## config.mk

```make
export PLATFORM = sky130hd
export DESIGN_NAME = pix_pair_capture
export DESIGN_NICKNAME = d
export VERILOG_FILES = /design/src/rtl/cap_pkg.sv /design/src/rtl/cap_frame_gate.sv /design/src/rtl/cap_byte_pair.sv /design/src/rtl/cap_pos_track.sv /design/src/rtl/pix_pair_capture.sv
export SDC_FILE = /design/constraint.sdc
export NUM_CORES = 1
export LEC_CHECK = 0
export BUFFER_PORTS_ARGS = -buffer_cell sky130_fd_sc_hd__buf_2
export CORE_MARGIN = 3
export CORE_UTILIZATION = 35
export CTS_BUF_LIST = sky130_fd_sc_hd__clkbuf_16
export CTS_CLUSTER_SIZE = 40
export DETAILED_ROUTE_END_ITERATION = 8
export GPL_TIMING_DRIVEN = 0
export SYNTH_ARGS = -nofsm -noshare
export SYNTH_HDL_FRONTEND = slang
export SYNTH_SLANG_ARGS = --single-unit
```

## constraint.sdc

```tcl
create_clock -name clk -period 4 [get_ports clk]
set_input_delay 0.2 -clock clk [delete_from_list [all_inputs] [get_ports clk]]
set_output_delay 0.2 -clock clk [all_outputs]
set_load 0.01 [all_outputs]
```

## src/rtl/cap_pkg.sv

```systemverilog
package cap_pkg;

  typedef enum logic {PH_HI = 1'b0, PH_LO = 1'b1} phase_t;

  // true when (col,row) is the origin of the frame
  function automatic logic pos_origin(input int unsigned col, input int unsigned row);
    return (col == 0) && (row == 0);
  endfunction

  // true when (col,row) is the final pixel of a cols x rows frame
  function automatic logic pos_final(input int unsigned col, input int unsigned row,
                                     input int unsigned cols, input int unsigned rows);
    return (col == cols - 1) && (row == rows - 1);
  endfunction

  // true when col is the last column of a line
  function automatic logic pos_line_end(input int unsigned col, input int unsigned cols);
    return col == cols - 1;
  endfunction

endpackage

```

## src/rtl/cap_frame_gate.sv

```systemverilog
module cap_frame_gate (
  input  logic clk,
  input  logic rst_n,
  input  logic capture_en,
  input  logic frm_sync,
  input  logic line_act,
  output logic frame_start,
  output logic take
);
  logic sync_q;
  logic armed_q;

  always_ff @(posedge clk or negedge rst_n) begin
    if (!rst_n) begin
      sync_q  <= 1'b0;
      armed_q <= 1'b0;
    end else begin
      sync_q <= frm_sync;
      if (!capture_en)
        armed_q <= 1'b0;
      else if (frame_start)
        armed_q <= 1'b1;
    end
  end

  assign frame_start = sync_q & ~frm_sync;
  assign take        = armed_q & capture_en & line_act & ~frm_sync & ~frame_start;

endmodule

```

## src/rtl/cap_byte_pair.sv

```systemverilog
module cap_byte_pair #(
  parameter int BYTE_W = 8
) (
  input  logic                  clk,
  input  logic                  rst_n,
  input  logic                  take,
  input  logic [BYTE_W-1:0]     byte_in,
  output logic                  pair_done,
  output logic [2*BYTE_W-1:0]   word
);
  import cap_pkg::*;

  localparam int WORD_W = 2 * BYTE_W;

  phase_t            phase_q;
  logic [BYTE_W-1:0] hi_q;

  function automatic logic [WORD_W-1:0] join_bytes(input logic [BYTE_W-1:0] hi,
                                                   input logic [BYTE_W-1:0] lo);
    return {hi, lo};
  endfunction

  always_ff @(posedge clk or negedge rst_n) begin
    if (!rst_n) begin
      phase_q <= PH_HI;
      hi_q    <= '0;
    end else if (!take) begin
      phase_q <= PH_HI;
    end else if (phase_q == PH_HI) begin
      hi_q    <= byte_in;
      phase_q <= PH_LO;
    end else begin
      phase_q <= PH_HI;
    end
  end

  assign pair_done = take && (phase_q == PH_LO);
  assign word      = join_bytes(hi_q, byte_in);

endmodule

```

## src/rtl/cap_pos_track.sv

```systemverilog
module cap_pos_track #(
  parameter int COLS = 1280,
  parameter int ROWS = 720
) (
  input  logic clk,
  input  logic rst_n,
  input  logic frame_start,
  input  logic pair_done,
  output logic at_first,
  output logic at_last
);
  import cap_pkg::*;

  localparam int COL_W = $clog2(COLS + 1);
  localparam int ROW_W = $clog2(ROWS + 1);

  logic [COL_W-1:0] col_q;
  logic [ROW_W-1:0] row_q;

  always_ff @(posedge clk or negedge rst_n) begin
    if (!rst_n) begin
      col_q <= '0;
      row_q <= '0;
    end else if (frame_start) begin
      col_q <= '0;
      row_q <= '0;
    end else if (pair_done) begin
      if (pos_line_end(32'(col_q), COLS)) begin
        col_q <= '0;
        if (row_q == ROW_W'(ROWS - 1))
          row_q <= '0;
        else
          row_q <= row_q + 1'b1;
      end else begin
        col_q <= col_q + 1'b1;
      end
    end
  end

  assign at_first = pos_origin(32'(col_q), 32'(row_q));
  assign at_last  = pos_final(32'(col_q), 32'(row_q), COLS, ROWS);

endmodule

```

## src/rtl/pix_pair_capture.sv

```systemverilog
module pix_pair_capture #(
  parameter int BYTE_W = 8,
  parameter int COLS   = 1280,
  parameter int ROWS   = 720
) (
  input  logic                clk,
  input  logic                rst_n,
  input  logic                capture_en,
  input  logic                frm_sync,
  input  logic                line_act,
  input  logic [BYTE_W-1:0]   cam_byte,
  output logic [2*BYTE_W-1:0] px_data,
  output logic                px_vld,
  output logic                px_sop,
  output logic                px_eop
);
  localparam int WORD_W = 2 * BYTE_W;

  logic              frame_start;
  logic              take;
  logic              pair_done;
  logic              at_first;
  logic              at_last;
  logic [WORD_W-1:0] word;

  cap_frame_gate u_gate (
    .clk        (clk),
    .rst_n      (rst_n),
    .capture_en (capture_en),
    .frm_sync   (frm_sync),
    .line_act   (line_act),
    .frame_start(frame_start),
    .take       (take)
  );

  cap_byte_pair #(.BYTE_W(BYTE_W)) u_pair (
    .clk      (clk),
    .rst_n    (rst_n),
    .take     (take),
    .byte_in  (cam_byte),
    .pair_done(pair_done),
    .word     (word)
  );

  cap_pos_track #(.COLS(COLS), .ROWS(ROWS)) u_pos (
    .clk        (clk),
    .rst_n      (rst_n),
    .frame_start(frame_start),
    .pair_done  (pair_done),
    .at_first   (at_first),
    .at_last    (at_last)
  );

  always_ff @(posedge clk or negedge rst_n) begin
    if (!rst_n) begin
      px_data <= '0;
      px_vld  <= 1'b0;
      px_sop  <= 1'b0;
      px_eop  <= 1'b0;
    end else begin
      px_vld <= pair_done;
      px_sop <= pair_done & at_first;
      px_eop <= pair_done & at_last;
      if (pair_done)
        px_data <= word;
    end
  end

endmodule

```

==> impl_metrics.tcl <==
set metrics [dict create \
    yosys-top-cells-area "dfrtp_1 (54%), mux2_2 (11%), ha_1 (2.1%), nand3_1 (2.1%), nand4_1 (2.1%)" \
    grt_overflow 0 \
    antenna_found_initial 0 \
    arrival_ns 2.30 \
    vias 1769 \
    grt.total_usage 0.144 \
    diodes 0 \
    clock-root-buffer "clkbuf_16" \
    synth.top_cell.area_share 0.543 \
    fill_cells 612 \
    grt_max_degree 52 \
    die_y_um 88.0 \
    hold_ws_ns 0.0239 \
    rsz0062_at_grt "false" \
    fin_crit_ns 2.14 \
    setup_viol 0 \
    clkPwrFrac 0.426 \
    crit_start "u_pos.col_q[6]$_DFFE_PN0P_" \
    dieArea_um2 7740 \
    clk_pin_slew_ns 0.07 \
    switchingPower_w 0.000234 \
    ys_types 39 \
    period_share 0.536 \
    worstSetupEndpoint "u_pos.col_q[3]$_DFFE_PN0P_" \
    final_nets 262 \
    grt_pass1_wl_um 8830 \
    tritoncts "yes" \
    switching_share 0.229 \
    status "finished clean" \
    worst_pin_slew_ns 1.14 \
    wl_per_cell_um 15.7 \
    crit_path_end_kind "flop" \
    grt_pass1_vias 1784 \
    coreArea_um2 6420 \
    fin_util 0.429 \
    p_per_area_nw_per_um2 371 \
    port_buffers 31 \
    slew_violations 0 \
    synth_area_leader_cell "dfrtp_1" \
    area.growth.synth_to_final_pct 17.0 \
    synthCells 207 \
    critPathKind "reg2reg" \
    leakage_nw 1.27 \
    drt-initial-drc-count 105 \
    crit_required_ns 4.15 \
    dr.pass1.iters 4 \
    gp_congestion 0.887 \
    reg2reg_to "u_pos.col_q[3]$_DFFE_PN0P_" \
    yosysSeqAreaShare 0.543 \
    postCtsHoldBufs 0 \
    max-vdd-ir-drop_v 0.000324 \
    max_freq_ghz 0.466 \
    tns_ns 0 \
    numCtsBuffers 5 \
    setup_ws_ns 1.86 \
    hp-class "in2reg" \
    ant_nets 0 \
    finClkSkew_ns 0.00353 \
    cts.sinks 51 \
    avgSynthCellArea_um2 11.4 \
    synthesis.nets 224 \
    clock_latency_ns 0.29 \
    htreeDepth 2 \
    p_int_w 0.000787 \
    hpwl_um 3560 \
    netlist_area_um2 2350 \
    synth_warnings 0 \
    start_util 0.366 \
    drive_gt1_frac 0.289 \
    finalHoldViolCount 0 \
    worstReg2RegStart "u_pos.col_q[6]$_DFFE_PN0P_" \
    ctsResizeCount 0 \
    ys_ff_latch 51 \
    fin_total_pwr_w 0.00102 \
    postCtsSetupBuffers 0 \
    wl_um 5070 \
    post-route-drc-count 0 \
    comb_power_share 0.044 \
    r2r_cells 5 \
    clockBufferDepth 2 \
    num_rows 29 \
    seqPwrFrac 0.530 \
    viasPerCell 5.48 \
    cp-start-kind "flop" \
    reg2reg_slack_ns 1.86 \
    dpl_worst_slack_ns 1.83 \
    drv_cap 0 \
    maxSlewHeadroom 0.240 \
    ios 32 \
    dieWidth_um 88.0 \
    cp_max_fo 10 \
]
## cell type report
class / count / area, um2 / share of cell area
timing repair buffer: 31 / 155 / 0.0564
tap: 77 / 96.3 / 0.0350
buffer: 10 / 40.0 / 0.0145
inverter: 7 / 26.3 / 0.00955
sequential: 51 / 1280 / 0.464
clock buffer: 5 / 125 / 0.0455
multi-input combinational: 139 / 1010 / 0.367
clock inverter: 3 / 23.8 / 0.00864
## logic make-up after synthesis
| family | Yosys count | synth area share |
|---|---|---|
| compound gates | 30 | 0.0835 |
| fa+ha+maj | 4 | 0.0213 |
| simple gates | 74 | 0.182 |
| flops | 51 | 0.543 |
| buf+inv | 17 | 0.0282 |
| mux | 26 | 0.123 |
| xor+xnor | 5 | 0.0186 |
## through the flow
| stage | cell area [um2] | std cells |
|---|---|---|
| 6_report | 2750 | 323 |
| 5_1_grt | 2750 | 323 |
| 4_1_cts | 2750 | 323 |
| 3_5_place_dp | 2600 | 315 |
| 3_3_place_gp | 2600 | 315 |
| 2_1_floorplan | 2350 | 207 |
## state kept, by name, summed over array words and instances (netlist names)
| register | count |
|---|---|
| px_vld | 1 |
| u_pos.col_q | 11 |
| u_gate.armed_q | 1 |
| u_pair.phase_q | 1 |
| u_gate.sync_q | 1 |
| px_sop | 1 |
| u_pair.hi_q | 8 |
| u_pos.row_q | 10 |
| px_data | 16 |
| px_eop | 1 |
## cells in the final DEF (no fill, tap or decap), types with 5 or more instances in the layout
master	n
nor2_1	8
nand2_1	12
inv_1	7
clkbuf_1	8
a21oi_1	6
dfrtp_1	51
clkbuf_16	5
nor3_1	6
xnor2_1	5
nand4_1	8
buf_2	33
o21ai_0	6
mux2_2	24
nand3_1	10
## cell usage after synthesis
cell      number
a211o_1        1
a211oi_1       4
a21oi_1        6
a311oi_1       1
a32o_1         1
a41oi_1        2
and2_1         3
and3_1         1
and4_1         4
buf_2          2
clkbuf_1       8
dfrtp_1       51
ha_1           4
inv_1          7
mux2_2        24
mux2i_1        2
nand2_1       12
nand2_2        1
nand2b_1       2
nand3_1       10
nand4_1        8
nor2_1         8
nor2b_1        1
nor3_1         6
nor4_1         4
nor4_2         1
nor4b_1        2
o21a_1         1
o21ai_0        6
o21ai_1        1
o22ai_1        4
o31ai_1        2
o41ai_1        1
or2_2          2
or3_1          4
or4_1          3
or4b_2         1
or4b_4         1
xnor2_1        5
## how the worst min path moves through the flow
| stage | start | endpoint | slack [ns] | depth (start not counted) |
|---|---|---|---|---|
| floorplan | rst_n | px_data[0]$_DFFE_PN0P_ | -0.1 | 0 |
| global placement | frm_sync | u_gate.sync_q$_DFF_PN0_ | 0.32 | 1 |
| detailed placement | frm_sync | u_gate.sync_q$_DFF_PN0_ | 0.32 | 1 |
| CTS | frm_sync | u_gate.sync_q$_DFF_PN0_ | 0.02 | 1 |
| global route | frm_sync | u_gate.sync_q$_DFF_PN0_ | 0.02 | 1 |
| finish | frm_sync | u_gate.sync_q$_DFF_PN0_ | 0.02 | 1 |
## worst max-delay path, stage by stage (launching register included)
cell and delay (ns):
dfrtp_1 0.45, nand2_2 0.11, or4b_4 0.54, clkbuf_1 0.25, o21ai_1 0.56, nor2_1 0.11
## power by group through the flow
| stage | Sequential (W) | Combinational, W | Clock (W) |
|---|---|---|---|
| after CTS | 0.000541 | 0.0000468 | 0.000445 |
| after global placement | 0.000550 | 0.0000450 | 0 |
| after detailed placement | 0.000551 | 0.0000468 | 0 |
| final | 0.000541 | 0.0000453 | 0.000434 |
| after floorplan | 0.000549 | 0.0000228 | 0 |
| after global routing | 0.000542 | 0.0000523 | 0.000465 |
## routing by layer
layer / share of wire / track usage / wire [um] / up-vias
met3: 0.062 / 0.0376 / 317 / 5
li1: - / - / - / 837
met2: 0.45 / 0.215 / 2290 / 52
met1: 0.47 / 0.205 / 2400 / 875
met4: 0.012 / 0.0460 / 63 / 0
met5: 0 / 0 / 0 / -
No activity file was read; power rests on OpenSTA's default activity.
